[config.mk]
export PLATFORM = sky130hd
export DESIGN_NAME = alu_flag_unit
export DESIGN_NICKNAME = d
export VERILOG_FILES = /design/src/rtl/alu_flag_pkg.sv /design/src/rtl/alu_arith.sv /design/src/rtl/alu_logic.sv /design/src/rtl/alu_bitop.sv /design/src/rtl/alu_flag_unit.sv
export SDC_FILE = /design/constraint.sdc
export NUM_CORES = 1
export LEC_CHECK = 0
export BUFFER_PORTS_ARGS = -buffer_cell sky130_fd_sc_hd__buf_4
export CAP_MARGIN = 25
export CORE_UTILIZATION = 59
export DETAILED_ROUTE_END_ITERATION = 10
export PLACE_DENSITY = 0.94
export SLEW_MARGIN = 0
export SYNTH_ARGS = -nofsm -noshare
export SYNTH_HDL_FRONTEND = slang
export SYNTH_HIERARCHICAL = 1
export SYNTH_SLANG_ARGS = --single-unit
[constraint.sdc]
create_clock -name clk -period 6.2 [get_ports clk]
set_input_delay 0.31 -clock clk [delete_from_list [all_inputs] [get_ports clk]]
set_output_delay 0.31 -clock clk [all_outputs]
set_load 0.005 [all_outputs]
[src/rtl/alu_flag_pkg.sv]
`timescale 1ns/1ps
// Shared opcode encoding and status-word layout for the flag ALU.
// Assumes a 4-bit opcode space; codes 14 and 15 are reserved.
package alu_flag_pkg;

    typedef enum logic [3:0] {
        OP_ADD  = 4'd0,
        OP_SUB  = 4'd1,
        OP_CMP  = 4'd2,
        OP_NEG  = 4'd3,
        OP_AND  = 4'd4,
        OP_OR   = 4'd5,
        OP_XOR  = 4'd6,
        OP_CPL  = 4'd7,
        OP_BSET = 4'd8,
        OP_BCLR = 4'd9,
        OP_BAND = 4'd10,
        OP_BOR  = 4'd11,
        OP_BXOR = 4'd12,
        OP_BMOV = 4'd13,
        OP_RSV0 = 4'd14,
        OP_RSV1 = 4'd15
    } alu_op_e;

    // Status word, bit 3 down to bit 0: N, Z, V, C.
    typedef struct packed {
        logic n;
        logic z;
        logic v;
        logic c;
    } alu_flags_t;

    // Arithmetic unit sub-operations.
    typedef enum logic [1:0] {
        AR_ADD = 2'd0,
        AR_SUB = 2'd1,
        AR_NEG = 2'd2
    } arith_sel_e;

endpackage

[src/rtl/alu_arith.sv]
`timescale 1ns/1ps
// Adder datapath for add, subtract/compare and negate.
// Subtraction is formed as lhs + ~rhs + 1. Word and byte sums are built in
// parallel and one is selected. Carry is returned as a borrow for subtract
// and negate. Assumes BYTE_W < WORD_W.
module alu_arith
    import alu_flag_pkg::*;
#(
    parameter int WORD_W = 16,
    parameter int BYTE_W = 8
) (
    input  arith_sel_e          sel,
    input  logic                byte_mode,
    input  logic [WORD_W-1:0]   a,
    input  logic [WORD_W-1:0]   b,
    output logic [WORD_W-1:0]   res,
    output logic                c_flag,
    output logic                v_flag
);
    localparam int HI_W = WORD_W - BYTE_W;

    logic [WORD_W-1:0] lhs;
    logic [WORD_W-1:0] rhs;
    logic              cin;
    logic [WORD_W:0]   sum_w;
    logic [BYTE_W:0]   sum_b;
    logic              carry;
    logic              s_lhs, s_rhs, s_res;

    // Pick adder inputs for the requested sub-operation.
    always_comb begin
        unique case (sel)
            AR_SUB:  begin lhs = a;  rhs = ~b; cin = 1'b1; end
            AR_NEG:  begin lhs = '0; rhs = ~a; cin = 1'b1; end
            default: begin lhs = a;  rhs = b;  cin = 1'b0; end
        endcase
    end

    // Full-width and low-byte sums, each with its own carry out.
    always_comb begin
        sum_w = {1'b0, lhs} + {1'b0, rhs} + {{WORD_W{1'b0}}, cin};
        sum_b = {1'b0, lhs[BYTE_W-1:0]} + {1'b0, rhs[BYTE_W-1:0]}
              + {{BYTE_W{1'b0}}, cin};
    end

    // Select width, derive borrow-style carry and signed overflow.
    always_comb begin
        if (byte_mode) begin
            res   = {{HI_W{1'b0}}, sum_b[BYTE_W-1:0]};
            carry = sum_b[BYTE_W];
            s_lhs = lhs[BYTE_W-1];
            s_rhs = rhs[BYTE_W-1];
            s_res = sum_b[BYTE_W-1];
        end else begin
            res   = sum_w[WORD_W-1:0];
            carry = sum_w[WORD_W];
            s_lhs = lhs[WORD_W-1];
            s_rhs = rhs[WORD_W-1];
            s_res = sum_w[WORD_W-1];
        end
        c_flag = (sel == AR_ADD) ? carry : ~carry;
        v_flag = (s_lhs == s_rhs) && (s_res != s_lhs);
    end

endmodule

[src/rtl/alu_logic.sv]
`timescale 1ns/1ps
// Bitwise AND/OR/XOR/complement with byte masking of the upper bits.
// Assumes BYTE_W < WORD_W.
module alu_logic #(
    parameter int WORD_W = 16,
    parameter int BYTE_W = 8
) (
    input  logic [1:0]          sel,
    input  logic                byte_mode,
    input  logic [WORD_W-1:0]   a,
    input  logic [WORD_W-1:0]   b,
    output logic [WORD_W-1:0]   res
);
    genvar i;
    generate
        for (i = 0; i < WORD_W; i++) begin : g_bit
            logic raw;
            // Per-bit logic function selected by sel.
            always_comb begin
                unique case (sel)
                    2'd0:    raw = a[i] & b[i];
                    2'd1:    raw = a[i] | b[i];
                    2'd2:    raw = a[i] ^ b[i];
                    default: raw = ~a[i];
                endcase
            end
            if (i < BYTE_W) begin : g_low
                assign res[i] = raw;
            end else begin : g_high
                assign res[i] = raw & ~byte_mode;
            end
        end
    endgenerate

endmodule

[src/rtl/alu_bitop.sv]
`timescale 1ns/1ps
// Single-bit Boolean operations and their redefined flags.
// bit_a is the destination bit before the operation, bit_b the source.
// sel 0..1 are one-operand ops, 2..5 two-operand ops.
module alu_bitop
    import alu_flag_pkg::*;
(
    input  logic [2:0] sel,
    input  logic       bit_a,
    input  logic       bit_b,
    output logic       res_bit,
    output alu_flags_t flg
);
    logic one_opnd;

    // Result bit and flags for the addressed bit operation.
    always_comb begin
        one_opnd = (sel < 3'd2);
        unique case (sel)
            3'd0:    res_bit = 1'b1;
            3'd1:    res_bit = 1'b0;
            3'd2:    res_bit = bit_a & bit_b;
            3'd3:    res_bit = bit_a | bit_b;
            3'd4:    res_bit = bit_a ^ bit_b;
            default: res_bit = bit_b;
        endcase
        flg.v = 1'b0;
        flg.z = ~res_bit;
        flg.c = one_opnd ? 1'b0  : (bit_a & bit_b);
        flg.n = one_opnd ? bit_a : (bit_a ^ bit_b);
    end

endmodule

[src/rtl/alu_flag_unit.sv]
`timescale 1ns/1ps
// Top: decodes the opcode, routes operands to the arithmetic, logic and
// bit-operation units, drives the combinational result and registers
// the {N,Z,V,C} status word on a valid strobe. Synchronous active-low reset.
module alu_flag_unit
    import alu_flag_pkg::*;
#(
    parameter int WORD_W = 16,
    parameter int BYTE_W = 8
) (
    input  logic              clk,
    input  logic              rst_n,
    input  logic              valid,
    input  logic [3:0]        opcode,
    input  logic              byte_mode,
    input  logic [WORD_W-1:0] op_a,
    input  logic [WORD_W-1:0] op_b,
    input  logic              bit_a,
    input  logic              bit_b,
    output logic [WORD_W-1:0] result,
    output logic [3:0]        flags
);
    localparam int HI_W = WORD_W - BYTE_W;

    alu_op_e           op;
    arith_sel_e        ar_sel;
    logic [WORD_W-1:0] ar_res, lg_res, a_masked;
    logic              ar_c, ar_v;
    logic              bt_res;
    alu_flags_t        bt_flg;
    logic              is_arith, is_logic, is_bit, known;
    logic [2:0]        bt_sel;
    logic [WORD_W-1:0] flag_src;
    logic              src_msb;
    alu_flags_t        flags_d, flags_q;

    // Opcode class decode and sub-unit selects.
    always_comb begin
        op       = alu_op_e'(opcode);
        is_arith = (opcode[3:2] == 2'b00);
        is_logic = (opcode[3:2] == 2'b01);
        is_bit   = opcode[3] && (opcode < 4'd14);
        known    = is_arith || is_logic || is_bit;
        unique case (op)
            OP_ADD:  ar_sel = AR_ADD;
            OP_NEG:  ar_sel = AR_NEG;
            default: ar_sel = AR_SUB;
        endcase
        bt_sel   = opcode[2:0] - 3'd0;
        if (opcode[2]) bt_sel = {1'b1, opcode[1:0]};
        else           bt_sel = {1'b0, opcode[1:0]};
        a_masked = byte_mode ? {{HI_W{1'b0}}, op_a[BYTE_W-1:0]} : op_a;
    end

    alu_arith #(.WORD_W(WORD_W), .BYTE_W(BYTE_W)) u_arith (
        .sel       (ar_sel),
        .byte_mode (byte_mode),
        .a         (op_a),
        .b         (op_b),
        .res       (ar_res),
        .c_flag    (ar_c),
        .v_flag    (ar_v)
    );

    alu_logic #(.WORD_W(WORD_W), .BYTE_W(BYTE_W)) u_logic (
        .sel       (opcode[1:0]),
        .byte_mode (byte_mode),
        .a         (op_a),
        .b         (op_b),
        .res       (lg_res)
    );

    alu_bitop u_bitop (
        .sel     (bt_sel),
        .bit_a   (bit_a),
        .bit_b   (bit_b),
        .res_bit (bt_res),
        .flg     (bt_flg)
    );

    // Result mux; compare leaves the destination operand on the output.
    always_comb begin
        if (op == OP_CMP)   result = a_masked;
        else if (is_arith)  result = ar_res;
        else if (is_logic)  result = lg_res;
        else if (is_bit)    result = {{(WORD_W-1){1'b0}}, bt_res};
        else                result = '0;
    end

    // Next flags from the class of the current operation.
    always_comb begin
        flag_src = is_arith ? ar_res : lg_res;
        src_msb  = byte_mode ? flag_src[BYTE_W-1] : flag_src[WORD_W-1];
        if (is_bit) begin
            flags_d = bt_flg;
        end else begin
            flags_d.n = src_msb;
            flags_d.z = (flag_src == '0);
            flags_d.c = is_arith ? ar_c : 1'b0;
            flags_d.v = is_arith ? ar_v : 1'b0;
        end
    end

    // Status register: cleared by reset, loaded on a valid known opcode.
    always_ff @(posedge clk) begin
        if (!rst_n)              flags_q <= '0;
        else if (valid && known) flags_q <= flags_d;
    end

    assign flags = flags_q;

    // no strobe, no change.
    a_r9_hold_without_valid: assert property (@(posedge clk) disable iff (!rst_n)
        !valid |=> $stable(flags));

    // reserved codes leave the status word alone.
    a_r9_reserved_hold: assert property (@(posedge clk) disable iff (!rst_n)
        (valid && opcode >= 4'd14) |=> $stable(flags));

    // logical ops clear C and V.
    a_r6_logic_clears_cv: assert property (@(posedge clk) disable iff (!rst_n)
        (valid && opcode[3:2] == 2'b01) |=> (flags[1:0] == 2'b00));

    // one-operand bit ops report the previous bit on N, clear C.
    a_r7_prev_bit_on_n: assert property (@(posedge clk) disable iff (!rst_n)
        (valid && (opcode == 4'd8 || opcode == 4'd9))
        |=> (flags[3] == $past(bit_a)) && (flags[0] == 1'b0));

    // two-operand bit ops: C = AND, N = XOR.
    a_r8_and_xor_flags: assert property (@(posedge clk) disable iff (!rst_n)
        (valid && opcode >= 4'd10 && opcode <= 4'd13)
        |=> (flags[0] == $past(bit_a & bit_b)) && (flags[3] == $past(bit_a ^ bit_b)));

    // byte mode never drives the upper result bits.
    a_r4_byte_upper_zero: assert property (@(posedge clk) disable iff (!rst_n)
        byte_mode |-> (result[WORD_W-1:BYTE_W] == '0));

endmodule

==> impl_metrics.env, run 1 <==
export IMPL_crit_path_max_fanout=58
export IMPL_postRouteAntennaNets=0
export IMPL_clk_latency_ps=220
export IMPL_holdWs_ps=396.0
export IMPL_syn_nets=569
export IMPL_globalRouteOverflowTotal=0
export IMPL_syn_cell_area_sq_mm=0.003384
export IMPL_grt_usage_pct=31.71
export IMPL_fin_tns_setup_ps=0
export IMPL_fin_crit_sh_pct=86.23
export IMPL_die_height_um=77.74
export IMPL_syn_avg_cell_area_sq_um=7.171
export IMPL_synth_most_common_cell="ha_1"
export IMPL_cts_tree="done"
export IMPL_core_area_sq_mm=0.005507
export IMPL_cp_cell_sequence="buf_4 -> xnor2_1 -> nand2_1 -> inv_1 -> ha_1 -> inv_1 -> o221ai_1 -> o21ai_0 -> fa_1 -> fa_1 -> nor2b_1 -> o31ai_2 -> a211oi_4 -> a21oi_1 -> xor2_1 -> nor2_1 -> mux2i_1 -> o31ai_1 -> buf_4"
export IMPL_layout_setup_ws_ps=853.7
export IMPL_worstPathArrival_ps=5040
export IMPL_wirelength_mm=9.760
export IMPL_final_area_sq_mm=0.003750
export IMPL_fp_row_count=27
export IMPL_synthTopCellsByCount="ha_1, inv_1, nand2_1, o21ai_0, mux2i_1"
export IMPL_setup_violations=0
export IMPL_synth_top_area_share_pct=19.59
export IMPL_grt_pass1_vias=3294
export IMPL_period_minus_slack_ps=5346
export IMPL_antenna_found_initial=0
export IMPL_area_delta_synth_final_pct=10.79
export IMPL_critPathRequiredTime_ps=5890
export IMPL_hold_viol=0
export IMPL_placement_io_buffers=61
export IMPL_fmax_mhz=187.0
export IMPL_syn_inst=472
export IMPL_synth_seq_area_share_pct=2.366
export IMPL_async_flop_share_pct=0
export IMPL_drt_iter0_drc=413
export IMPL_synth_area_leader_cell="ha_1"
export IMPL_worstReg2RegStart="flags[2]$_SDFFE_PN0P_"
export IMPL_placed_cell_area_sq_mm=0.003709
export IMPL_path_clk_slew_ps=30
export IMPL_cts_root_buffer="clkbuf_8"
export IMPL_min_delay_start="rst_n"
export IMPL_largest_reg_flops=4
export IMPL_synth_ff_type="dfxtp_1"
export IMPL_routabilityCongestion=0.9288
export IMPL_cpPeakStageDelay_ps=480
export IMPL_worst_path_max_delay_cell="ha_1"
export IMPL_synth_edff_count=0
export IMPL_yosys_warnings=6
export IMPL_grt_max_degree=59
export IMPL_cts_resized_gates=0
export IMPL_cp_start_kind="input pin"
export IMPL_worst_setup_path_type="in -> out"
export IMPL_outcome="completed"
export IMPL_p_per_area_mw_per_mm2=133.0
export IMPL_clk_path_buf_depth=2
export IMPL_numCtsBuffers=3
export IMPL_layout_drive_gt1_share_pct=15.23
export IMPL_cts_sinks=4
export IMPL_drc=0
export IMPL_via_per_inst=6.552
export IMPL_fin_util_pct=68.10
export IMPL_grt_pass1_wl_mm=15.51
export IMPL_crit_path_end_kind="primary output"
export IMPL_post_drt_wl_per_cell_um=17.09
export IMPL_crit_start="opcode[0]"
export IMPL_drv_cap=0
export IMPL_cts_setup_buffers=0
export IMPL_max_vdd_ir_drop_v=0.0001133
export IMPL_pre_cts_ws_ps=957.0
export IMPL_fp_dieArea_sq_mm=0.006044
export IMPL_antennaDiodeCount=0
export IMPL_start_util_pct=61.46
export IMPL_worst_slew_pin_slew_ps=861.1
export IMPL_slew_violations=0
export IMPL_skew_ps=0
export IMPL_vias=3741
export IMPL_finalNetCount=598
export IMPL_hold_path_class="in -> reg"
export IMPL_maxSlewHeadroom_pct=42.59
export IMPL_htreeDepth=1
export IMPL_yosys_register_bits=4
export IMPL_synth_cell_type_count=60
export IMPL_dpl_hpwl_mm=7.636
export IMPL_die_x_um=77.74
export IMPL_io_pins=62
export IMPL_drtPass1Iterations=6
export IMPL_leakagePower_nw=1.817
export IMPL_postCtsHoldBufs=0
export IMPL_ys_top_cells_by_area="ha_1, mux2i_1, inv_1"
export IMPL_rsz0062_at_grt="no"
==> per-stage QoR <==
stage	cells	total power, mW
final	571	0.4989
after global routing	571	0.5351
after CTS	571	0.4890
after detailed placement	568	0.4307
after global placement	568	0.4204
after floorplan	472	0.3188
==> layout make-up <==
type / instances / area (sq um)
clock buffers: 3 / 41.29
flip-flops and latches: 4 / 80.08
well taps: 72 / 90.09
fillers: 484 / 1757
multi-input cells: 379 / 2882
inverters: 51 / 191.4
repair buffers: 62 / 465.4
==> layer usage <==
layer,vias up,GRT usage (%),share of wire (%)
met5,-,0,0
met4,0,13.02,3.2
met1,1721,42.27,43
met3,42,2.706,7.9
met2,222,52.12,46
li1,1756,-,-
==> cells by family (layout without fill, tap and decap cells) <==
kind of cell / after synthesis / in the layout / synth area share [%]
AO/OA/AOI/OAI: 147 / 147 / 30.13
XOR/XNOR: 14 / 14 / 3.623
adder cells (fa/ha/maj): 55 / 55 / 20.78
buffers and inverters: 89 / 116 / 12.75
flip-flops: 4 / 4 / 2.366
multiplexers: 24 / 24 / 8.429
other: 1 / 1 / 0.1108
AND/OR/NAND/NOR: 138 / 138 / 21.81
==> path summary, 6_finish.rpt <==
path	end	slack (ps)	cells after the start
worst max-delay path	result[10]	850	19
worst min register to register	flags[3]$_SDFFE_PN0P_	460	2
worst max register to register	flags[2]$_SDFFE_PN0P_	5270	3
worst min-delay path	flags[3]$_SDFFE_PN0P_	400	3
==> report_power, final <==
part / switching, mW / total [mW] / internal, mW / leakage [nW]
logic: 0.235 / 0.414 / 0.178 / 1.76
clock network: 0.0146 / 0.0560 / 0.0415 / 0.0216
registers: 0.00125 / 0.0293 / 0.0280 / 0.0330
==> critical path: cells and delay by family <==
kind / cells / cell delay (ps)
AOI/OAI and AO/OA: 6 / 1300
xor gates and xnor gates: 2 / 340
adders and majority gates: 3 / 1370
buffers and inverters: 4 / 1080
muxes: 1 / 110
and+or+nand+nor: 3 / 480
==> cells in the final DEF (no fill, tap or decap), types with 11 or more instances in the layout <==
cell type,Yosys,final
o221ai_1,16,16
inv_1,51,51
nor2_1,20,20
buf_4,9,62
mux2i_1,21,21
o31ai_1,16,16
ha_1,53,53
nand2_1,43,43
nor2b_1,17,17
a21oi_1,20,20
o22ai_1,11,11
o21ai_0,31,31
o21a_1,15,15
Note: power is estimated with default switching activity, not from simulation.
==> run 2, diff against run 1 <==
--- a/config.mk
+++ b/config.mk
@@ -9,7 +9,9 @@
 export CAP_MARGIN = 25
 export CORE_UTILIZATION = 59
 export DETAILED_ROUTE_END_ITERATION = 10
+export MAX_ROUTING_LAYER = met4
 export PLACE_DENSITY = 0.94
+export SKIP_CTS_REPAIR_TIMING = 1
 export SLEW_MARGIN = 0
 export SYNTH_ARGS = -nofsm -noshare
 export SYNTH_HDL_FRONTEND = slang
==> impl_metrics.env, run 2 (same netlist as run 1, synthesis figures left out) <==
export IMPL_maxSlewHeadroom_pct=41.92
export IMPL_htreeDepth=1
export IMPL_leakagePower_nw=1.817
export IMPL_post_drt_wl_per_cell_um=17.18
export IMPL_grt_max_degree=59
export IMPL_mostFrequentLayoutCells="buf_4, ha_1, inv_1"
export IMPL_vias=3744
export IMPL_area_delta_synth_final_pct=10.79
export IMPL_dpl_hpwl_mm=7.650
export IMPL_r2r_setup_slack_ps=5300
export IMPL_fmax_mhz=187.8
export IMPL_grt_pass1_vias=3503
export IMPL_postRouteAntennaNets=0
export IMPL_layout_drive_gt1_share_pct=15.23
export IMPL_path_clk_slew_ps=40
export IMPL_hold_path_class="in -> reg"
export IMPL_routabilityCongestion=0.9498
export IMPL_core_area_sq_mm=0.005507
export IMPL_finalNetCount=598
export IMPL_grt_usage_pct=34.02
export IMPL_hold_viol=0
export IMPL_wirelength_mm=9.810
export IMPL_slew_violations=0
export IMPL_grt_pass1_wl_mm=16.24
export IMPL_worst_setup_path_type="in -> out"
export IMPL_max_vdd_ir_drop_v=0.00008544
export IMPL_final_common_cell="buf_4"
export IMPL_largest_reg_flops=4
export IMPL_fp_row_count=27
export IMPL_antennaDiodeCount=0
export IMPL_fin_util_pct=68.10
export IMPL_fp_dieArea_sq_mm=0.006044
export IMPL_io_pins=62
export IMPL_placement_io_buffers=61
export IMPL_clk_path_buf_depth=2
export IMPL_cts_sinks=4
export IMPL_critPathRequiredTime_ps=5890
export IMPL_antenna_found_initial=0
export IMPL_cts_tree="done"
export IMPL_cp_start_kind="input pin"
export IMPL_via_per_inst=6.557
export IMPL_outcome="completed"
export IMPL_setup_violations=0
export IMPL_p_per_area_mw_per_mm2=132.9
export IMPL_period_minus_slack_ps=5324
export IMPL_cts_root_buffer="clkbuf_8"
export IMPL_clk_latency_ps=210
export IMPL_numCtsBuffers=3
export IMPL_rsz0062_at_grt="no"
export IMPL_skew_ps=0
export IMPL_crit_path_end_kind="primary output"
export IMPL_die_height_um=77.74
export IMPL_drtPass1Iterations=5
export IMPL_n_fill_cell=456
export IMPL_worst_slew_pin_slew_ps=871.2
export IMPL_worstPathArrival_ps=5010
export IMPL_crit_path_max_fanout=58
export IMPL_fin_crit_sh_pct=85.88
export IMPL_drt_iter0_drc=505
export IMPL_drv_cap=0
export IMPL_drc=0
export IMPL_die_x_um=77.74
export IMPL_start_util_pct=61.46
export IMPL_fin_tns_setup_ps=0
export IMPL_globalRouteOverflowTotal=0
export IMPL_power_uw=498.4
[run 2: cell counts in the layout (fill, tap and decap cells not counted)]
Identical to the previous run, type by type.
[run 2: path summary, 6_finish.rpt]
kind,start,to,cells past startpoint
worst max-delay path,opcode[0],result[14],19
worst min-delay path,rst_n,flags[3]$_SDFFE_PN0P_,3
worst max register to register,flags[2]$_SDFFE_PN0P_,flags[2]$_SDFFE_PN0P_,3
worst min register to register,flags[3]$_SDFFE_PN0P_,flags[3]$_SDFFE_PN0P_,2
[run 2: cell type report]
class / count / area [sq um] / share of cell area, %
clock buffers: 3 / 41.29 / 1.101
inverters: 51 / 191.4 / 5.105
well taps: 72 / 90.09 / 2.402
repair buffers: 62 / 465.4 / 12.41
multi-input cells: 379 / 2882 / 76.84
flip-flops and latches: 4 / 80.08 / 2.135
[run 2: power breakdown]
group,internal (mW),switching [mW],total [mW]
Sequential,0.0280,0.00117,0.0292
Combinational,0.178,0.236,0.414
Clock,0.0414,0.0139,0.0554
Total,0.248,0.251,0.498
[run 2: routing by layer]
layer,up-vias,wire length [um],global-route usage [%]
met5,-,0,-
met4,0,233,10.38
met3,39,868,4.118
met2,217,4566,56.02
met1,1736,4142,43.26
li1,1752,-,-
[run 2: worst max-delay path, stage by stage]
cell,delay (ps)
buf_4,440
xnor2_1,190
nand2_1,90
inv_1,120
ha_1,480
inv_1,360
o221ai_1,270
o21ai_0,160
fa_1,480
fa_1,430
nor2b_1,200
o31ai_2,130
a211oi_4,320
a31oi_1,140
xor2_1,160
nor2_1,150
mux2i_1,100
o31ai_1,280
buf_4,170
[run 2: per-stage QoR]
| step | hold WS, ps | instance area (sq um) | setup WS [ps] | cells |
|---|---|---|---|---|
| 2_1_floorplan | 452.7 | 3385 | 1794 | 472 |
| 3_3_place_gp | 443.8 | 3709 | 1233 | 568 |
| 3_5_place_dp | 458.7 | 3709 | 961.2 | 568 |
| 4_1_cts | 409.1 | 3750 | 1002 | 571 |
| 5_1_grt | 426.8 | 3750 | 490.8 | 571 |
| 6_report | 409.8 | 3750 | 875.7 | 571 |
==> run 3, diff against run 2 <==
--- a/config.mk
+++ b/config.mk
@@ -7,13 +7,12 @@
 export LEC_CHECK = 0
 export BUFFER_PORTS_ARGS = -buffer_cell sky130_fd_sc_hd__buf_4
 export CAP_MARGIN = 25
-export CORE_UTILIZATION = 59
+export CORE_UTILIZATION = 57
 export DETAILED_ROUTE_END_ITERATION = 10
 export MAX_ROUTING_LAYER = met4
-export PLACE_DENSITY = 0.94
+export PLACE_DENSITY = 0.93
 export SKIP_CTS_REPAIR_TIMING = 1
 export SLEW_MARGIN = 0
 export SYNTH_ARGS = -nofsm -noshare
 export SYNTH_HDL_FRONTEND = slang
-export SYNTH_HIERARCHICAL = 1
 export SYNTH_SLANG_ARGS = --single-unit
==> impl_metrics.env, run 3 <==
export IMPL_mostFrequentLayoutCells="buf_4, inv_1, ha_1"
export IMPL_die_x_um=73.44
export IMPL_syn_avg_cell_area_sq_um=7.165
export IMPL_via_per_inst=6.151
export IMPL_syn_nets=499
export IMPL_rsz0062_at_grt="no"
export IMPL_n_fill_cell=444
export IMPL_syn_inst=406
export IMPL_min_delay_start="rst_n"
export IMPL_final_common_cell="buf_4"
export IMPL_worstReg2RegEnd="flags[2]$_SDFFE_PN0P_"
export IMPL_r2r_cells=3
export IMPL_leakagePower_nw=1.675
export IMPL_hold_viol=0
export IMPL_worst_setup_path_type="in -> out"
export IMPL_antenna_found_initial=0
export IMPL_worst_slew_pin_slew_ps=771.7
export IMPL_synth_edff_count=0
export IMPL_layout_drive_gt1_share_pct=19.30
export IMPL_hold_path_class="in -> reg"
export IMPL_hold_path_end="flags[0]$_SDFFE_PN0P_"
export IMPL_critPathRequiredTime_ps=5890
export IMPL_sw_frac_of_total_pct=46.20
export IMPL_grt_pass1_wl_mm=13.57
export IMPL_power_share_clock_pct=14.5
export IMPL_clk_path_buf_depth=2
export IMPL_antennaDiodeCount=0
export IMPL_fmax_mhz=203.3
export IMPL_area_delta_synth_final_pct=17.85
export IMPL_combPwrFrac_pct=78.2
export IMPL_crit_path_end_kind="primary output"
export IMPL_synth_cell_type_count=60
export IMPL_drt_iter0_drc=210
export IMPL_io_pins=62
export IMPL_synth_area_leader_cell="ha_1"
export IMPL_maxSlewHeadroom_pct=48.56
export IMPL_power_uw=391.5
export IMPL_cts_root_buffer="clkbuf_8"
export IMPL_r2r_setup_slack_ps=5460
export IMPL_finalNetCount=551
export IMPL_grt_pass1_vias=3034
export IMPL_syn_cell_area_sq_mm=0.002909
export IMPL_clk_latency_ps=220
export IMPL_largest_reg_flops=4
export IMPL_synthTopCellsByCount="inv_1, ha_1, a21oi_1, nand2_1, nor2_1"
export IMPL_crit_start="opcode[2]"
export IMPL_grt_max_degree=30
export IMPL_synth_top_area_share_pct=21.08
export IMPL_dpl_hpwl_mm=6.458
export IMPL_start_util_pct=60.39
export IMPL_p_int_uw=210.6
export IMPL_routabilityCongestion=0.9257
export IMPL_synth_most_common_cell="inv_1"
export IMPL_max_vdd_ir_drop_v=0.00006593
export IMPL_cts_tree="done"
export IMPL_yosys_register_bits=4
export IMPL_htreeDepth=1
export IMPL_placement_io_buffers=61
export IMPL_drtPass1Iterations=6
export IMPL_fin_crit_sh_pct=79.34
export IMPL_drc=0
export IMPL_worstHoldPathCells=3
export IMPL_fp_dieArea_sq_mm=0.005393
export IMPL_slew_violations=0
export IMPL_worstPathArrival_ps=4610
export IMPL_fp_row_count=25
export IMPL_outcome="completed"
export IMPL_async_flop_share_pct=0
export IMPL_numCtsBuffers=3
export IMPL_power_switching_uw=180.8
export IMPL_ys_top_cells_by_area="ha_1, mux4_2, inv_1"
export IMPL_yosys_warnings=0
export IMPL_synth_seq_area_share_pct=2.753
export IMPL_drv_cap=0
export IMPL_crit_path_max_fanout=21
export IMPL_core_area_sq_mm=0.004817
export IMPL_path_clk_slew_ps=30
export IMPL_holdWs_ps=353.0
export IMPL_fin_tns_setup_ps=0
export IMPL_post_drt_wl_per_cell_um=15.92
export IMPL_postRouteAntennaNets=0
export IMPL_globalRouteOverflowTotal=0
export IMPL_cts_sinks=4
export IMPL_die_height_um=73.44
export IMPL_wirelength_mm=8.325
export IMPL_skew_ps=0
export IMPL_power_frac_seq_pct=7.3
export IMPL_setup_violations=0
export IMPL_synth_ff_type="dfxtp_1"
export IMPL_p_per_area_mw_per_mm2=114.2
export IMPL_vias=3217
export IMPL_period_minus_slack_ps=4919
export IMPL_grt_usage_pct=32.51
export IMPL_worstReg2RegStart="flags[2]$_SDFFE_PN0P_"
export IMPL_cp_start_kind="input pin"
[run 3: changes by cell type after synthesis, sizes merged, moves of 13 or more]
cell	before	now
o31ai	18	5
mux2i	21	1
nor2	21	35
a21oi	20	40
o221ai	16	2
mux4	3	16
o21a	15	2
buf	32	9
[run 3: worst max-delay path, cell delays in order]
cell       delay [ps]
buf_4             180
nor2_2            550
and3_1            280
a21oi_1           160
buf_4             300
a221oi_1          370
fa_1              330
inv_1              70
fa_1              400
nor2b_1           180
o2111ai_1         220
a211o_1           340
and2_1            170
a21oi_1           160
xnor2_1           110
o22a_1            200
o21ai_0           140
buf_4             130
[run 3: how the worst max path moves through the flow]
stage               cells past startpoint         end  slack (ps)
global route                           18  result[12]         950
finish                                 18  result[12]        1280
floorplan                              16  result[12]        2440
CTS                                    18  result[12]        1320
detailed placement                     18  result[12]        1350
global placement                       18  result[12]        1510
[run 3: layer usage]
metal	global-route usage, %	up-vias	routed length, um
met5	-	-	0
met4	7.906	0	69
met3	3.018	8	482
met2	56.68	140	4244
met1	40.32	1501	3528
li1	-	1568	-
[run 3: cells by family after synthesis]
family	Yosys count	synth area share, %
simple gates	118	18.67
flops	4	2.753
compound gates	122	27.61
xor+xnor	13	3.914
fa+ha+maj	51	22.45
buf+inv	80	11.10
mux	18	13.51
[run 3: layout make-up]
class / count / area (sq um) / area share (%)
multi-input combinational: 322 / 2506 / 73.10
timing repair buffer: 64 / 480.5 / 14.01
inverter: 63 / 236.5 / 6.898
tap: 67 / 83.83 / 2.445
sequential: 4 / 80.08 / 2.336
clock buffer: 3 / 41.29 / 1.204
[run 3: metrics by stage]
step / setup WS [ps] / util [%] / instance area [sq um] / std cells
finish: 1281 / 71.17 / 3428 / 523
floorplan: 2445 / - / 2909 / 406
global placement: 1510 / 70.31 / 3387 / 520
global route: 945.9 / 71.17 / 3428 / 523
detailed placement: 1346 / 70.31 / 3387 / 520
CTS: 1318 / 71.17 / 3428 / 523
[run 3: power groups by stage]
stage / logic, mW / registers [mW] / clock network (mW)
global route: 0.338 / 0.0286 / 0.0600
floorplan: 0.206 / 0.0287 / 0
finish: 0.306 / 0.0285 / 0.0569
detailed placement: 0.301 / 0.0288 / 0
CTS: 0.303 / 0.0284 / 0.0579
global placement: 0.292 / 0.0287 / 0
